### src/rtl/arb_pkg.sv
package arb_pkg;

    localparam int BANK_LINES = 32;

    typedef enum logic {
        CLS_IRQ = 1'b0,
        CLS_FIQ = 1'b1
    } cls_e;

    function automatic int lines_for(input int nbanks);
        return nbanks * BANK_LINES;
    endfunction

endpackage

### src/rtl/arb_elig.sv
module arb_elig
    import arb_pkg::*;
#(
    parameter int   LINES = 96,
    parameter cls_e CLS   = CLS_IRQ
) (
    input  logic [LINES-1:0] pend_i,
    input  logic [LINES-1:0] mask_i,
    input  logic [LINES-1:0] route_fiq_i,
    output logic [LINES-1:0] elig_o,
    output logic             any_o
);

    logic [LINES-1:0] routed;

    generate
        if (CLS == CLS_FIQ) begin : g_fast
            assign routed = route_fiq_i;
        end else begin : g_norm
            assign routed = ~route_fiq_i;
        end
    endgenerate

    assign elig_o = pend_i & ~mask_i & routed;
    assign any_o  = |elig_o;

endmodule

### src/rtl/arb_tree.sv
module arb_tree #(
    parameter int LINES  = 96,
    parameter int PRIO_W = 6,
    parameter int IDX_W  = $clog2(LINES)
) (
    input  logic [LINES-1:0]        elig_i,
    input  logic [LINES*PRIO_W-1:0] prio_i,
    output logic                    valid_o,
    output logic [IDX_W-1:0]        idx_o
);

    localparam int LEAVES = 1 << $clog2(LINES);
    localparam int NODES  = 2 * LEAVES - 1;

    typedef struct packed {
        logic              valid;
        logic [PRIO_W-1:0] prio;
        logic [IDX_W-1:0]  idx;
    } cand_t;

    // Left child always holds lower line numbers; on equal priority the right one is kept.
    function automatic cand_t pick(input cand_t lo, input cand_t hi);
        if (hi.valid && (!lo.valid || hi.prio <= lo.prio))
            return hi;
        return lo;
    endfunction

    function automatic cand_t reduce(input logic [LINES-1:0] e,
                                     input logic [LINES*PRIO_W-1:0] p);
        cand_t node [NODES];
        for (int k = 0; k < LEAVES; k++) begin
            if (k < LINES) begin
                node[LEAVES-1+k].valid = e[k];
                node[LEAVES-1+k].prio  = p[k*PRIO_W +: PRIO_W];
                node[LEAVES-1+k].idx   = IDX_W'(k);
            end else begin
                node[LEAVES-1+k] = '0;
            end
        end
        for (int i = LEAVES - 2; i >= 0; i--)
            node[i] = pick(node[2*i+1], node[2*i+2]);
        return node[0];
    endfunction

    cand_t best;

    always_comb begin
        best    = reduce(elig_i, prio_i);
        valid_o = best.valid;
        idx_o   = best.valid ? best.idx : '0;
    end

endmodule

### src/rtl/arb_latch.sv
module arb_latch #(
    parameter int IDX_W = 7
) (
    input  logic             clk,
    input  logic             rst_n,
    input  logic             load_i,
    input  logic             valid_i,
    input  logic [IDX_W-1:0] idx_i,
    output logic [IDX_W-1:0] win_o
);

    always_ff @(posedge clk or negedge rst_n) begin
        if (!rst_n)
            win_o <= '0;
        else if (load_i)
            win_o <= valid_i ? idx_i : '0;
    end

endmodule

### src/rtl/dyn_prio_arb.sv
module dyn_prio_arb
    import arb_pkg::*;
#(
    parameter int NUM_BANKS = 3,
    parameter int PRIO_W    = 6
) (
    input  logic                                  clk,
    input  logic                                  rst_n,
    input  logic [32*NUM_BANKS-1:0]               pend_i,
    input  logic [32*NUM_BANKS-1:0]               mask_i,
    input  logic [32*NUM_BANKS-1:0]               route_fiq_i,
    input  logic [32*NUM_BANKS*PRIO_W-1:0]        prio_i,
    input  logic                                  load_irq_i,
    input  logic                                  load_fiq_i,
    output logic [$clog2(32*NUM_BANKS)-1:0]       irq_win_o,
    output logic [$clog2(32*NUM_BANKS)-1:0]       fiq_win_o,
    output logic                                  irq_any_o,
    output logic                                  fiq_any_o
);

    localparam int LINES = lines_for(NUM_BANKS);
    localparam int IDX_W = $clog2(LINES);
    localparam int NCLS  = 2;

    logic [NCLS-1:0]  load;
    logic [NCLS-1:0]  any;
    logic [IDX_W-1:0] win [NCLS];

    assign load = {load_fiq_i, load_irq_i};

    generate
        for (genvar c = 0; c < NCLS; c++) begin : g_cls
            logic [LINES-1:0] elig;
            logic             tvalid;
            logic [IDX_W-1:0] tidx;

            arb_elig #(
                .LINES (LINES),
                .CLS   (c == 0 ? CLS_IRQ : CLS_FIQ)
            ) u_elig (
                .pend_i      (pend_i),
                .mask_i      (mask_i),
                .route_fiq_i (route_fiq_i),
                .elig_o      (elig),
                .any_o       (any[c])
            );

            arb_tree #(
                .LINES  (LINES),
                .PRIO_W (PRIO_W),
                .IDX_W  (IDX_W)
            ) u_tree (
                .elig_i  (elig),
                .prio_i  (prio_i),
                .valid_o (tvalid),
                .idx_o   (tidx)
            );

            arb_latch #(
                .IDX_W (IDX_W)
            ) u_latch (
                .clk     (clk),
                .rst_n   (rst_n),
                .load_i  (load[c]),
                .valid_i (tvalid),
                .idx_i   (tidx),
                .win_o   (win[c])
            );
        end
    endgenerate

    assign irq_win_o = win[0];
    assign fiq_win_o = win[1];
    assign irq_any_o = any[0];
    assign fiq_any_o = any[1];

endmodule

### config.mk
export PLATFORM = sky130hd
export DESIGN_NAME = dyn_prio_arb
export DESIGN_NICKNAME = d
export VERILOG_FILES = /design/src/rtl/arb_pkg.sv /design/src/rtl/arb_elig.sv /design/src/rtl/arb_tree.sv /design/src/rtl/arb_latch.sv /design/src/rtl/dyn_prio_arb.sv
export SDC_FILE = /design/constraint.sdc
export NUM_CORES = 2
export LEC_CHECK = 0
export BUFFER_PORTS_ARGS = -buffer_cell sky130_fd_sc_hd__buf_4
export CAP_MARGIN = 10
export CELL_PAD_IN_SITES_DETAIL_PLACEMENT = 1
export CELL_PAD_IN_SITES_GLOBAL_PLACEMENT = 1
export CORE_AREA = 2 2 345 347
export DETAILED_ROUTE_END_ITERATION = 7
export DIE_AREA = 0 0 347 349
export PLACE_DENSITY = 0.8
export SETUP_SLACK_MARGIN = 0.5
export SLEW_MARGIN = 10
export SYNTH_ARGS = -nofsm -noshare
export SYNTH_HDL_FRONTEND = slang
export SYNTH_SLANG_ARGS = --single-unit
### constraint.sdc
create_clock -name clk -period 3.1 [get_ports clk]
set_clock_uncertainty 0.2 [all_clocks]
set_input_delay 0.155 -clock clk [delete_from_list [all_inputs] [get_ports clk]]
set_output_delay 0.155 -clock clk [all_outputs]
set_load 0.01 [all_outputs]
==> results of run 1 <==
==> logic make-up after synthesis <==
logic type      after synthesis  synth area share (%)
compound gates             1401                  23.8
simple gates               1270                  17.7
buf+inv                    1033                  9.41
mux                         911                  22.5
fa+ha+maj                   852                  25.8
flops                        14                 0.846
==> repair_timing <==
item                       4_1_cts
pin swaps                      240
buffers inserted               197
hold endpoints to repair        14
gates resized for setup        919
setup endpoints to repair       16
hold buffers                     1
gates cloned                     4
==> stage by stage <==
stage / std cells / utilization (%) / hold WS (ns) / cell area [µm²] / worst slack [ns]
after floorplan: 5481 / - / -0.341 / 42700 / -8.18
after global placement: 10500 / 60.7 / -0.179 / 71300 / -9.20
after detailed placement: 10500 / 60.7 / -0.173 / 71300 / -10.57
after CTS: 10700 / 66.1 / 0.00909 / 77700 / -8.76
==> synth_stat cells, types with 30 or more instances <==
cell type	count
a221oi_1	30
a21o_1	116
nor2_1	147
o31ai_1	40
o211ai_1	75
a211oi_1	50
nand2b_1	76
nor3b_1	79
inv_1	905
clkbuf_1	99
and4_1	66
mux2_2	143
nor2b_1	63
a21oi_1	372
a22o_1	42
and2_1	41
nor3_1	38
a31oi_1	38
mux2i_1	763
nand3_1	160
ha_1	852
o21ai_0	121
o21a_1	129
nand2_1	248
nand3b_1	101
nand4_1	102
==> per-layer routing <==
layer | GRT usage, % | overflow
met3 | 75.8 | 44
met4 | 97.5 | 953
met1 | 81.5 | 43
met5 | 46.3 | 10
met2 | 108 | 2638
==> impl_metrics.yaml, run 1 <==
clocking:
  ctsHtreeMaxLevel: 1
  cts_max_path_buffers: 2
  numCtsBuffers: 3
  clockRootBuffer: "clkbuf_16"
  clock_sinks: 14
grt:
  via_count_of_the_first_global_routing_pass: 102000
  track_usage_pct: 88.8
  grt_overflow: 3688
  maximum_number_of_pins_on_one_net_before_global_route_repair: 19
  grt_pass1_wl_um: 833000
floorplan:
  chipHeight_um: 349
  io_pins: 884
  start_util_pct: 35.2
  die_w_um: 347
  standard_cell_row_count: 126
placed_design:
  place_hpwl_um: 284000
  port_buffers: 883
  place_congestion: 1.11
yosys:
  synth-edff-count: 0
  synthesis_warnings: 0
  synth.lib_cells_used.distinct: 99
  yosys.area.top_type: "ha_1"
  top_post_synthesis_cells_by_area: "ha_1, mux2i_1, inv_1"
  postSynth.asyncResetShare_pct: 100
  post_synth.cell_area_avg_um2: 7.55
  synth_nets: 7201
  ys_dominant_reg_cell: "dfrtp_1"
  synth.cell_area_mm2: 0.0414
  synthCells: 5481
  ys_ff_latch: 14
  ys_seq_area_share_pct: 0.846
  synth_top_cell_area_share_pct: 25.8
status:
  status: "aborted with a tool error"
  firstError: "[ERROR GRT-0116] Global routing finished with congestion. Check the congestion regions in the DRC Viewer."
  failing_step: "5_1_grt"
==> inputs of run 2 (changes only) <==
CELL_PAD_IN_SITES_DETAIL_PLACEMENT = unset   (was 1)
CELL_PAD_IN_SITES_GLOBAL_PLACEMENT = unset   (was 1)
CORE_AREA = 2 2 348 350   (was 2 2 345 347)
DIE_AREA = 0 0 350 352   (was 0 0 347 349)
PLACE_DENSITY = unset   (was 0.8)
PLACE_DENSITY_LB_ADDON = 0.15   (was unset)
SETUP_SLACK_MARGIN = unset   (was 0.5)
==> run 2 against run 1 <==
Effect of this change:
- the flow now finishes, with violations (negative setup slack)
- synthesized cell count stayed put
- area after synthesis unchanged
==> impl_metrics.yaml, run 2 <==
cells_and_area:
  largest_reg_flops: 14
  finalNetCount: 10900
  layout_common_cells: "buf_4, inv_1, ha_1"
  layout_top_registers: "g_cls.u_latch.win_o (14)"
  post_route_cells_drive_above_1_share_pct: 51.4
  layout_commonest_cell: "buf_4"
  area_delta_synth_final_pct: 86.0
  largest_register_by_flop_count: "g_cls.u_latch.win_o"
yosys:
  synth.cell_area_mm2: 0.0414
  post_synth_most_frequent_cells: "inv_1, ha_1, mux2i_1, a21oi_1, nand2_1"
  synthCells: 5481
  synth_top_cell_area_share_pct: 25.8
  yosys.area.top_type: "ha_1"
  ys_ff_latch: 14
  synthesis_warnings: 0
  synth_nets: 7201
  synth-edff-count: 0
  yosys.cell_count.top_type: "inv_1"
  ys_dominant_reg_cell: "dfrtp_1"
  top_post_synthesis_cells_by_area: "ha_1, mux2i_1, inv_1"
  postSynth.asyncResetShare_pct: 100
  post_synth.cell_area_avg_um2: 7.55
  ys_seq_area_share_pct: 0.846
  synth.lib_cells_used.distinct: 99
timing:
  finalWorstPathRequiredPeriod_ns: 11.71
  totalNegativeSetupSlack_ns: -117.35
  slew_viol_final: 0
  max_clock_freq_mhz: 85.4
  rsz0062_at_grt: "true"
  timing.final.hold_violations: 0
  worstMarginPinSlew_ns: 0.782
  post-route-period-util_pct: 378
  setup_viol_count_final: 15
  layout_setup_ws_ns: -8.61
  timing.slew.headroom_pct: 47.2
status:
  status: "finished with violations"
  violations: "negative setup slack"
worst_hold_path:
  hold_path.class: "primary input to register"
  worst_hold_path.num_cells: 2
pwr:
  pwr_density_cell_mw_per_mm2: 381
  max-vdd-ir-drop_v: 0.000798
  p_leak_nw: 40.1
routing:
  drt_iter0_drc: 3271
  number_of_vias_per_cell: 5.22
  final_antenna_net_count: 0
  route.vias.total: 56300
  drt_first_pass_iters: 6
  avgRoutedWirePerCell_um: 20.1
  wl_um: 216000
  remaining_drc_errors: 0
floorplan:
  floorplan.core_area_mm2: 0.119
  standard_cell_row_count: 127
  dieArea_mm2: 0.123
  start_util_pct: 34.7
  die_w_um: 350
  chipHeight_um: 352
  io_pins: 884
critical_path:
  critical_path.max_fanout: 7
  worstSetupPathType: "primary input to register"
  crit_slowest_cell: "nor3_4"
  crit_path_max_incr_delay_ns: 0.45
  cell_occurring_most_often_along_the_worst_timing_path: "buf_4"
  worst-r2r-cell-count: 1
  timing.critical_path.from_type: "primary input"
  worstPathRequired_ns: 3.03
  timing.critical_path.to_type: "register"
  critPathArrivalTime_ns: 11.64
clocking:
  cts_max_path_buffers: 2
  ctsHtreeMaxLevel: 1
  clock_sinks: 14
  source_to_sink_clock_delay_at_the_later_pin_of_the_worst_skew_pair_ns: 0.24
  clockRootBuffer: "clkbuf_16"
  tritoncts_clock_tree: "done"
  path_clk_slew_ns: 0.05
  numCtsBuffers: 3
grt:
  grt_antenna_before_repair: 29
  via_count_of_the_first_global_routing_pass: 55900
  maximum_number_of_pins_on_one_net_before_global_route_repair: 17
  grt_overflow: 0
  grt_pass1_wl_um: 318000
  track_usage_pct: 32.9
job:
  max_cap_violations: 0
placed_design:
  place_congestion: 1.03
  dp_worst_setup_slack_ns: -9.59
  place_hpwl_um: 194000
  port_buffers: 883
-- run 2: cell counts after synthesis --
Identical to the previous run, type by type.
-- run 2: logic make-up (layout without fill, tap and decap cells) --
kind of cell / count (synthesis) / after routing / share of synthesized area [%]
flops: 14 / 14 / 0.846
buf+inv: 1033 / 4695 / 9.41
simple gates: 1270 / 1270 / 17.7
fa+ha+maj: 852 / 852 / 25.8
mux: 911 / 911 / 22.5
other cells: 0 / 20 / 0
compound gates: 1401 / 1403 / 23.8
-- run 2: worst max-delay path: cells and delay by family --
| kind | cells | cell delay (ns) |
|---|---|---|
| fa+ha+maj | 7 | 1.91 |
| buf+inv | 11 | 1.33 |
| simple gates | 12 | 2.28 |
| mux | 6 | 1.43 |
| compound gates | 24 | 4.48 |
-- run 2: metal layers --
metal	vias to the layer above	part of all wire, %	wire length (µm)	GRT usage (%)
met5	-	0.065	140	0
li1	27800	-	-	-
met4	20	3.9	8360	10.2
met2	1555	48	104000	58.0
met1	26600	42	91700	41.3
met3	346	5.8	12600	3.92
-- run 2: what timing repair did --
action / CTS / global route
pin swaps: 36 / 237
setup endpoints to repair: 16 / 16
hold buffers: 2 / 0
hold endpoints to repair: 18 / 0
cloned: 1 / 2
buffers inserted: 33 / 131
gates resized for setup: 218 / 627
-- run 2: cell type report --
type	instances	area (µm²)
antenna	20	50.0
clock buffer	3	75.1
fill	10500	42300
inverter	910	3460
multi-input combinational	4436	42200
sequential	14	350
tap	1612	2020
timing repair buffer	3782	28900
-- run 2: worst paths after layout --
kind	from	end	slack [ns]
setup / recovery	prio_i[135]	g_cls[1].u_latch.win_o[3]	-8.61
hold / removal	load_fiq_i	g_cls[1].u_latch.win_o[6]	0.04
setup reg to reg	g_cls[1].u_latch.win_o[3]	g_cls[1].u_latch.win_o[3]	1.99
hold reg to reg	g_cls[0].u_latch.win_o[5]	g_cls[0].u_latch.win_o[5]	0.33
max in group asynchronous	rst_n	g_cls[0].u_latch.win_o[5]	2.34
min in group asynchronous	rst_n	g_cls[1].u_latch.win_o[3]	0.15
-- run 2: through the flow --
step                std cells  util [%]  total power [mW]  hold WS (ns)  cell area (µm²)
floorplan                5481         -              12.6        -0.341            42700
global placement        10600      59.7              24.6        -0.150            71300
detailed placement      10600      59.7              25.0        -0.147            71300
CTS                     10600      60.9              26.1       0.00760            72600
global route            10800      64.5              31.5        0.0186            77000
finish                  10800      64.5              29.3        0.0391            77000
-- run 2: power breakdown --
group	switching (mW)	internal (mW)	total (mW)
Sequential	0.134	0.298	0.432
Clock	0.0727	0.169	0.241
Combinational	13.8	14.8	28.7
Total	14.0	15.3	29.3
Power figures use the tool's default switching activity.
